--- src/rtl/i2srx_pkg.sv ---
`timescale 1ns/1ps
package i2srx_pkg;
    localparam int SAMPLE_W     = 24;
    localparam int SHORT_W      = 16;
    localparam int SHORT_PERIOD = 32;
    localparam int CNT_W        = 8;
    localparam int SEL_W        = 2;

    typedef logic [SAMPLE_W-1:0] sample_t;

    typedef struct packed {
        sample_t left;
        sample_t right;
    } stereo_t;

    // Per-edge timing info shared by all deserialisers
    typedef struct packed {
        logic             rise;       // bit-clock rising edge this cycle
        logic             changed;    // word clock differs from last edge
        logic             lr_now;     // word clock at this edge
        logic             lr_prev;    // word clock at previous edge
        logic [CNT_W-1:0] idx;        // bit index within the current word
        logic             short_mode; // 16-bit words in force
        logic             emit;       // frame complete, deliver pair
    } slot_t;

    function automatic sample_t put_bit(sample_t s, logic [CNT_W-1:0] idx,
                                        logic b, logic short_m);
        sample_t r;
        int      lim;
        r   = s;
        lim = short_m ? SHORT_W : SAMPLE_W;
        if (int'(idx) < lim)
            r[SAMPLE_W-1-int'(idx)] = b;
        return r;
    endfunction
endpackage

--- src/rtl/i2srx_frame_timer.sv ---
`timescale 1ns/1ps
module i2srx_frame_timer
    import i2srx_pkg::*;
(
    input  logic  clk,
    input  logic  rst,
    input  logic  bclk,
    input  logic  lrclk,
    output slot_t slot
);
    logic             bclk_q;
    logic             lr_q;
    logic             framed;
    logic             short_q;
    logic [CNT_W-1:0] bit_cnt;
    logic [CNT_W-1:0] per_cnt;
    logic             rise;
    logic             changed;
    logic             boundary;

    assign rise     = bclk && !bclk_q;
    assign changed  = rise && (lrclk != lr_q);
    assign boundary = changed && !lrclk;

    always_ff @(posedge clk) begin
        if (rst) begin
            bclk_q  <= 1'b0;
            lr_q    <= 1'b0;
            framed  <= 1'b0;
            short_q <= 1'b0;
            bit_cnt <= '0;
            per_cnt <= '0;
        end else begin
            bclk_q <= bclk;
            if (rise) begin
                lr_q    <= lrclk;
                bit_cnt <= changed ? '0 : ((bit_cnt == '1) ? bit_cnt : bit_cnt + 1'b1);
                per_cnt <= boundary ? CNT_W'(1) : ((per_cnt == '1) ? per_cnt : per_cnt + 1'b1);
                if (boundary) begin
                    framed <= 1'b1;
                    if (framed)
                        short_q <= (per_cnt == CNT_W'(SHORT_PERIOD));
                end
            end
        end
    end

    always_comb begin
        slot.rise       = rise;
        slot.changed    = changed;
        slot.lr_now     = lrclk;
        slot.lr_prev    = lr_q;
        slot.idx        = bit_cnt;
        slot.short_mode = short_q;
        slot.emit       = boundary && framed;
    end

    // word length only moves on a measured left-channel start
    p_mode_at_boundary_r6: assert property (@(posedge clk) disable iff (rst)
        !$stable(short_q) |-> $past(boundary && framed));
endmodule

--- src/rtl/i2srx_deser.sv ---
`timescale 1ns/1ps
module i2srx_deser
    import i2srx_pkg::*;
(
    input  logic    clk,
    input  logic    rst,
    input  slot_t   slot,
    input  logic    din,
    output stereo_t pair,
    output logic    valid
);
    sample_t lbuf, rbuf;
    sample_t l_upd, r_upd;
    logic    chan;

    always_comb begin
        chan  = slot.changed ? slot.lr_prev : slot.lr_now;
        l_upd = lbuf;
        r_upd = rbuf;
        if (!chan) l_upd = put_bit(lbuf, slot.idx, din, slot.short_mode);
        else       r_upd = put_bit(rbuf, slot.idx, din, slot.short_mode);
    end

    always_ff @(posedge clk) begin
        if (rst) begin
            lbuf  <= '0;
            rbuf  <= '0;
            pair  <= '0;
            valid <= 1'b0;
        end else begin
            valid <= slot.rise && slot.emit;
            if (slot.rise) begin
                lbuf <= (slot.changed && !slot.lr_now) ? '0 : l_upd;
                rbuf <= (slot.changed &&  slot.lr_now) ? '0 : r_upd;
                if (slot.emit)
                    pair <= '{left: l_upd, right: r_upd};
            end
        end
    end

    // strobe lasts a single cycle
    p_valid_single_r7: assert property (@(posedge clk) disable iff (rst)
        valid |=> !valid);

    // a frame captured in 16-bit mode has empty low bits
    p_short_lsb_zero_r5: assert property (@(posedge clk) disable iff (rst)
        (valid && $past(slot.short_mode)) |->
        (pair.left[SAMPLE_W-SHORT_W-1:0] == '0 && pair.right[SAMPLE_W-SHORT_W-1:0] == '0));
endmodule

--- src/rtl/i2srx_route_regs.sv ---
`timescale 1ns/1ps
module i2srx_route_regs
    import i2srx_pkg::*;
#(
    parameter int N_PIN  = 3,
    parameter int ADDR_W = 2,
    parameter int DATA_W = 8
) (
    input  logic              clk,
    input  logic              rst,
    input  logic              reg_we,
    input  logic [ADDR_W-1:0] reg_addr,
    input  logic [DATA_W-1:0] reg_wdata,
    output logic [DATA_W-1:0] reg_rdata,
    input  stereo_t           pin_pair  [N_PIN],
    input  logic [N_PIN-1:0]  pin_valid,
    output stereo_t           dac_pair  [N_PIN],
    output logic [N_PIN-1:0]  dac_valid
);
    localparam int SELS_W = N_PIN * SEL_W;

    function automatic logic [SELS_W-1:0] default_sel();
        logic [SELS_W-1:0] r;
        r = '0;
        for (int k = 0; k < N_PIN; k++)
            r[k*SEL_W +: SEL_W] = SEL_W'(k);
        return r;
    endfunction

    localparam logic [SELS_W-1:0] DEF_SEL = default_sel();

    logic [SELS_W-1:0] sel_q;
    logic              hit;

    assign hit       = (reg_addr == '0);
    assign reg_rdata = hit ? DATA_W'(sel_q) : '0;

    always_ff @(posedge clk) begin
        if (rst)
            sel_q <= DEF_SEL;
        else if (reg_we && hit)
            sel_q <= reg_wdata[SELS_W-1:0];
    end

    for (genvar k = 0; k < N_PIN; k++) begin : g_dac
        logic [SEL_W-1:0] s;
        assign s            = sel_q[k*SEL_W +: SEL_W];
        assign dac_pair[k]  = (int'(s) < N_PIN) ? pin_pair[s] : '0;
        assign dac_valid[k] = (int'(s) < N_PIN) ? pin_valid[s] : pin_valid[0];
    end

    // sources come out of reset on their defaults
    p_sel_reset_r1: assert property (@(posedge clk) disable iff (rst)
        $past(rst) |-> (sel_q == DEF_SEL));

    // writes elsewhere leave the sources alone
    p_other_addr_r2: assert property (@(posedge clk) disable iff (rst)
        (reg_we && reg_addr != '0) |=> $stable(sel_q));
endmodule

--- src/rtl/i2srx_router.sv ---
`timescale 1ns/1ps
module i2srx_router
    import i2srx_pkg::*;
#(
    parameter int N_PIN  = 3,
    parameter int ADDR_W = 2,
    parameter int DATA_W = 8
) (
    input  logic                      clk,
    input  logic                      rst,
    input  logic                      bclk,
    input  logic                      lrclk,
    input  logic [N_PIN-1:0]          din,
    input  logic                      reg_we,
    input  logic [ADDR_W-1:0]         reg_addr,
    input  logic [DATA_W-1:0]         reg_wdata,
    output logic [DATA_W-1:0]         reg_rdata,
    output logic [N_PIN*SAMPLE_W-1:0] dac_left,
    output logic [N_PIN*SAMPLE_W-1:0] dac_right,
    output logic [N_PIN-1:0]          dac_valid
);
    slot_t              slot;
    stereo_t            pin_pair [N_PIN];
    stereo_t            dac_pair [N_PIN];
    logic [N_PIN-1:0]   pin_valid;

    i2srx_frame_timer u_timer (
        .clk   (clk),
        .rst   (rst),
        .bclk  (bclk),
        .lrclk (lrclk),
        .slot  (slot)
    );

    for (genvar p = 0; p < N_PIN; p++) begin : g_pin
        i2srx_deser u_deser (
            .clk   (clk),
            .rst   (rst),
            .slot  (slot),
            .din   (din[p]),
            .pair  (pin_pair[p]),
            .valid (pin_valid[p])
        );
    end

    i2srx_route_regs #(
        .N_PIN  (N_PIN),
        .ADDR_W (ADDR_W),
        .DATA_W (DATA_W)
    ) u_route (
        .clk       (clk),
        .rst       (rst),
        .reg_we    (reg_we),
        .reg_addr  (reg_addr),
        .reg_wdata (reg_wdata),
        .reg_rdata (reg_rdata),
        .pin_pair  (pin_pair),
        .pin_valid (pin_valid),
        .dac_pair  (dac_pair),
        .dac_valid (dac_valid)
    );

    for (genvar k = 0; k < N_PIN; k++) begin : g_out
        assign dac_left [k*SAMPLE_W +: SAMPLE_W] = dac_pair[k].left;
        assign dac_right[k*SAMPLE_W +: SAMPLE_W] = dac_pair[k].right;
    end
endmodule

--- config.mk ---
export PLATFORM = sky130hd
export DESIGN_NAME = i2srx_router
export DESIGN_NICKNAME = d
export VERILOG_FILES = /design/src/rtl/i2srx_pkg.sv /design/src/rtl/i2srx_frame_timer.sv /design/src/rtl/i2srx_deser.sv /design/src/rtl/i2srx_route_regs.sv /design/src/rtl/i2srx_router.sv
export SDC_FILE = /design/constraint.sdc
export NUM_CORES = 1
export LEC_CHECK = 0
export BUFFER_PORTS_ARGS = -buffer_cell sky130_fd_sc_hd__buf_2
export CORE_ASPECT_RATIO = 1.5
export CORE_MARGIN = 5
export CORE_UTILIZATION = 50
export CTS_BUF_LIST = sky130_fd_sc_hd__clkbuf_2 sky130_fd_sc_hd__clkbuf_4 sky130_fd_sc_hd__clkbuf_8
export DETAILED_ROUTE_END_ITERATION = 8
export PLACE_DENSITY = 0.7
export SLEW_MARGIN = 20
export SYNTH_ARGS = -nofsm -noshare
export SYNTH_HDL_FRONTEND = slang
export SYNTH_SLANG_ARGS = --single-unit
--- constraint.sdc ---
create_clock -name clk -period 5.19 [get_ports clk]
set_clock_uncertainty 0.1 [all_clocks]
set_input_delay 0.519 -clock clk [delete_from_list [all_inputs] [get_ports clk]]
set_output_delay 0.519 -clock clk [all_outputs]
set_load 0.05 [all_outputs]
# == After elaboration in Yosys (flattened, before gate mapping) ==
# Index checks and enable logic that the tools add are counted.
# Widths: inputs -> output; s select.
# totals
wordCells,114
output_inout_bits,155
regBits,315
# op_classes
add_sub_neg,3
n_lt_le_gt_ge,12
n_eq_ne,6
n_reduce_logical,16
mux,54
bitwise_logic,3
# op_table
operator,n
$mux 24,18
$mux 48,9
$bmux 48 s2,3
$bwmux 24,6
$ge 32x1->1 const B,1
$lt 32x7->1 const B,1
$lt 9x32->1,1
$mux 8,4
$add 8x1->8 const B,2
$eq 8x8->1 const B,2
$ge 3x3->1 const B,3
$lt 2x3->1 const B,3
$not 2->3,3
$sub 5x8->9 const A,1
$eq 8x6->1 const B,1
$logic_and 1x1->1,8
$mux 1,8
$reduce_and 2->1,4
$bmux 1 s2,3
$lt 2x2->1 const B,3
$mux 6,1
$demux 1 s5,1
$mux 4,1
$ne 2x1->1 const B,2
other kinds (4),5

# == Depth between registers and ports, before layout ==
# logic_depth
word_depth,9
ltp_mapped,9
mapped_depth_nobuf,6

# == Modules after synthesis ==
# A second synthesis with hierarchy kept.
# hier_totals
cells_unflattened,2227
hier_area_um2,19454.9
# by_module_without_submodules
module,area_per_inst_um2,cells_per_inst,instances,seq_area_each_um2
i2srx_deser (g_pin[1].u_deser ...),4823.4,573,2,1941.9
i2srx_deser (g_pin[0].u_deser),4677.0,561,1,1941.9
i2srx_route_regs,4013.8,387,1,120.1
i2srx_frame_timer,1117.3,133,1,400.4

# == Worst setup path after synthesis ==
# No wires, ideal clock.
# synth_timing
path_kind,flip-flop to output port
startpoint,register u_route.sel_q[1]
endpoint,output dac_left[0]
required_ns,4.571
slack_ns,2.409
path_buffers,2
stages_incl_launch_ff,5
arrival_ns,2.162
path_cell_list,dfxtp_1 clkbuf_1 clkbuf_1 mux2i_1 o21ai_0
# synth_between
elab_chain_len,5
word_cells_on_any_way,6
# synth_rtl
element,line_no,text
start: declaration,i2srx_route_regs.sv:32,logic [SELS_W-1:0] sel_q;
start signal: assignment,i2srx_route_regs.sv:42,sel_q <= reg_wdata[SELS_W-1:0];
$not 2->3 (not written as such),i2srx_route_regs.sv:48,assign dac_pair[k] = (int'(s) < N_PIN) ? pin_pair[s] : '0;
$bmux 48 s2,i2srx_route_regs.sv:48,
$mux 48 (not written as such) (2 in a row),i2srx_route_regs.sv:48,
$mux 48 *,i2srx_route_regs.sv:48,
end: declaration,i2srx_router.sv:18,"output logic [N_PIN*SAMPLE_W-1:0] dac_left,"
# Every way passes the cells marked *; elsewhere a longest branch is shown, timed or not. The select of a mux whose other input is x is not followed.

# == Final worst setup path ==
# layout_timing
startpoint,register u_timer.bit_cnt[3]
endpoint,register g_pin[1].u_deser.rbuf[1]
# layout_between
elab_chain_len,9
word_cells_on_any_way,11
# layout_rtl
element,line_no,text
start: declaration,i2srx_frame_timer.sv:15,logic [CNT_W-1:0] bit_cnt;
start signal: assignment,i2srx_frame_timer.sv:37,bit_cnt <= changed ? '0 : ((bit_cnt == '1) ? bit_cnt : bit_cnt + 1'b1);
$sub 5x8->9,i2srx_pkg.sv:34,r[SAMPLE_W-1-int'(idx)] = b;
$ge 32x1->1 (not written as such) / $lt 32x7->1 (equally long branches),i2srx_pkg.sv:34,
$logic_and 1x1->1 (not written as such),i2srx_pkg.sv:34,
$mux 1 (not written as such),i2srx_pkg.sv:34,
$demux 1 s5,--,
$bwmux 24,i2srx_pkg.sv:34,
$mux 24 *,i2srx_pkg.sv:33,if (int'(idx) < lim)
$mux 24 *,i2srx_deser.sv:20,"if (!chan) l_upd = put_bit(lbuf, slot.idx, din, slot.short_mode);"
$mux 24 *,i2srx_deser.sv:34,rbuf <= (slot.changed && slot.lr_now) ? '0 : r_upd;
end signal: assignment,i2srx_deser.sv:34,
end: declaration,i2srx_deser.sv:12,"sample_t lbuf, rbuf;"
# Every way passes the cells marked *; elsewhere a longest branch is shown, timed or not.
# A chain may end at the register's enable or synchronous reset.

==> flow_summary.toml <==
[synth]
async_flop_share_pct = 0
ys_warn_count = 0
yosysUniqueCellTypes = 66
synth_seq_cells = 315
syn_avg_cell_area_sq_um = 7.994
yosysSeqAreaShare_pct = 38.54
netlist_instances = 2047
synth_area_sq_mm = 0.01636
synth_edf_count = 0
ys.flop_type = "dfxtp_1"

[setup_path]
crit_family = "simple AND/OR/NAND/NOR gates"
start_kind = "flop"
crit_type = "reg -> reg"
cpMostUsedCell = "buf_4"
cpPeakStageDelay_ps = 870
path_buf_inv = 2
crit_path_end_kind = "flop"
cp.required_ps = 5630
r2r-start = "u_timer.bit_cnt[3]"
cp_max_fo = 36
crit_arrival_ps = 3880
crit_start = "u_timer.bit_cnt[3]"
cp_cell_sequence = "ha_1, nor4_4, buf_4, nand2_1, buf_4, nor3_1, a22o_1"
slowest_stage = "nor3_1"

[timing]
finalCriticalPeriod_ps = 3444
fin_tns_setup_ps = 0
timing.fmax_mhz = 290.4
drv_slew = 0
worst_pin_slew_ps = 1048
rsz0062_at_grt = "false"
setup_viol = 0
hold_ws_ps = 73.96
finalHoldViolations = 0
finalCritPeriodShare_pct = 66.36
slew_headroom_pct = 30.10

[routing]
wl_per_cell_um = 21.58
drc = 0
route.antenna.remaining_nets = 0
viasPerCell = 6.576
dr_total_vias = 16720
drt-initial-drc-count = 2087
drt_first_pass_iters = 7
wl_um = 54850

[clock_network]
post_cts_buffers = 0
cts_resized = 0
postCtsHoldBufs = 0
cts_tree = "done"
root_buffer = "clkbuf_8"
cts.sinks = 315
cts_buffer_depth = 3
cts_buffers = 46
clk_latency_ps = 600
path_clk_slew_ps = 60
cts.htree.levels = 2

[flow_run]
max_cap_violations = 0

[global_routing]
grt_pass1_wl_um = 84930
grt_pass1_vias = 15570
antenna_found_initial = 0
grt_start_max_net_pins = 87
globalRouteTotalUtil_pct = 28.53
overflow = 0

[layout]
mostFrequentLayoutCells = "dfxtp_1 (312), o21ai_0 (298), nand2_1 (269)"
multi_input_area_sq_mm = 0.009179
fill_cells = 3023
seq_area_sq_mm = 0.006310
drive_gt1_share_pct = 14.62
num_antenna_cells = 0
final_common_cell = "dfxtp_1"
syn_to_final_growth_pct = 11.97
final_area_sq_mm = 0.01832
fin_util_pct = 56.50
layout.nets = 2120

[die]
die_h_um = 231.6
fp.dieW_um = 157.7
core-area_sq_mm = 0.03243
fp-row-count = 81
start_util_pct = 50.46
dieArea_sq_mm = 0.03652
ios = 173

[power]
p_leak_nw = 6.143
power_density_mw_per_mm2 = 269.1
irDropWorstVdd_mv = 0.1444

[placement]
gp_congestion = 0.9655
place_area_sq_mm = 0.01729
hpwlAfterDp_um = 37490
io_buffers = 168

[run_status]
status = "complete, no violations"

[worst_hold_path]
min_path_type = "in -> reg"
min-delay-start = "reg_wdata[4]"
## cells by family (layout without fill, tap and decap cells)
group	after synthesis	after routing	share of synthesized area [%]
AOI/OAI and AO/OA	738	738	28.43
and+or+nand+nor	581	581	17.03
DFF	315	315	38.54
buffers and inverters	249	328	5.880
muxes	148	148	9.053
adders and majority gates	11	11	0.8410
xor gates and xnor gates	4	4	0.2141
other	1	2	0.02292
## power breakdown
part           internal (mW)  leakage [nW]  switching [mW]
clock                   1.17         0.537           0.956
combinational         0.0827          3.07           0.282
sequential              2.43          2.54         0.00984
## worst register-to-register path, cell delays in order, from the launching register on
cell,delay [ps]
dfxtp_1,440
ha_1,300
nor4_4,130
buf_4,350
nand2_1,470
buf_4,430
nor3_1,890
a22o_1,270
## metrics by stage
stage               power [mW]  instances  worst slack (ps)
CTS                      4.945       2541              1717
finish                   4.932       2542              1746
floorplan                2.719       2048              2409
global route             5.088       2542              1643
detailed placement       2.838       2457              1757
global placement         2.826       2454              1834
## per-layer routing
metal | vias to the layer above | track usage (%) | wire length, um
met5 | - | 0 | 0
met4 | 0 | 11.89 | 2309
met3 | 164 | 4.801 | 4460
li1 | 7699 | - | -
met2 | 844 | 47.98 | 26890
met1 | 8009 | 35.92 | 21200
## worst paths after layout
path                                            endpoint  slack, ps  cells after the start
worst min-delay path                    u_route.sel_q[4]         70                      3
worst min register to register  g_pin[1].u_deser.rbuf[9]        350                      2
worst max register to register  g_pin[1].u_deser.rbuf[1]       1750                      7
worst max-delay path            g_pin[1].u_deser.rbuf[1]       1750                      7
## flip-flops by register name, indices dropped and copies added (netlist names), 6 cells and up
register            flops
g_pin.u_deser.pair    144
g_pin.u_deser.lbuf     72
g_pin.u_deser.rbuf     72
u_timer.bit_cnt         8
u_timer.per_cnt         8
u_route.sel_q           6
## layout make-up
cell class                 count  share of cell area (%)
multi-input combinational   1484                   50.09
tap                          415                   2.834
clock inverter                 5                  0.1844
sequential                   315                   34.43
timing repair buffer         202                   6.309
clock buffer                  79                   5.285
inverter                      42                  0.8604
## synth_stat cells, drive strengths merged (7+ instances only)
cell type	n	area [sq um]
nor2b	14	87.58
a31oi	49	306.5
and2	13	81.33
o31ai	37	277.8
nand2b	11	68.82
ha	11	137.6
buf	36	162.6
clkbuf	171	641.9
a21oi	122	610.6
nor3	25	140.1
o211ai	11	82.58
a22o	33	289.0
o22ai	26	162.7
nand2	270	1013
nand4	54	337.8
a2111oi	27	255.3
nand3b	9	67.56
o21ai	300	1501
and3	15	93.84
and4	7	61.31
dfxtp	315	6306
nand3	66	330.3
a32o	19	190.2
mux2i	148	1481
a311oi	34	297.8
o311ai	20	175.2
a211oi	13	97.59
o2bb2ai	20	175.2
inv	42	157.7
nor2	69	261.5
Power figures use the tool's default switching activity.
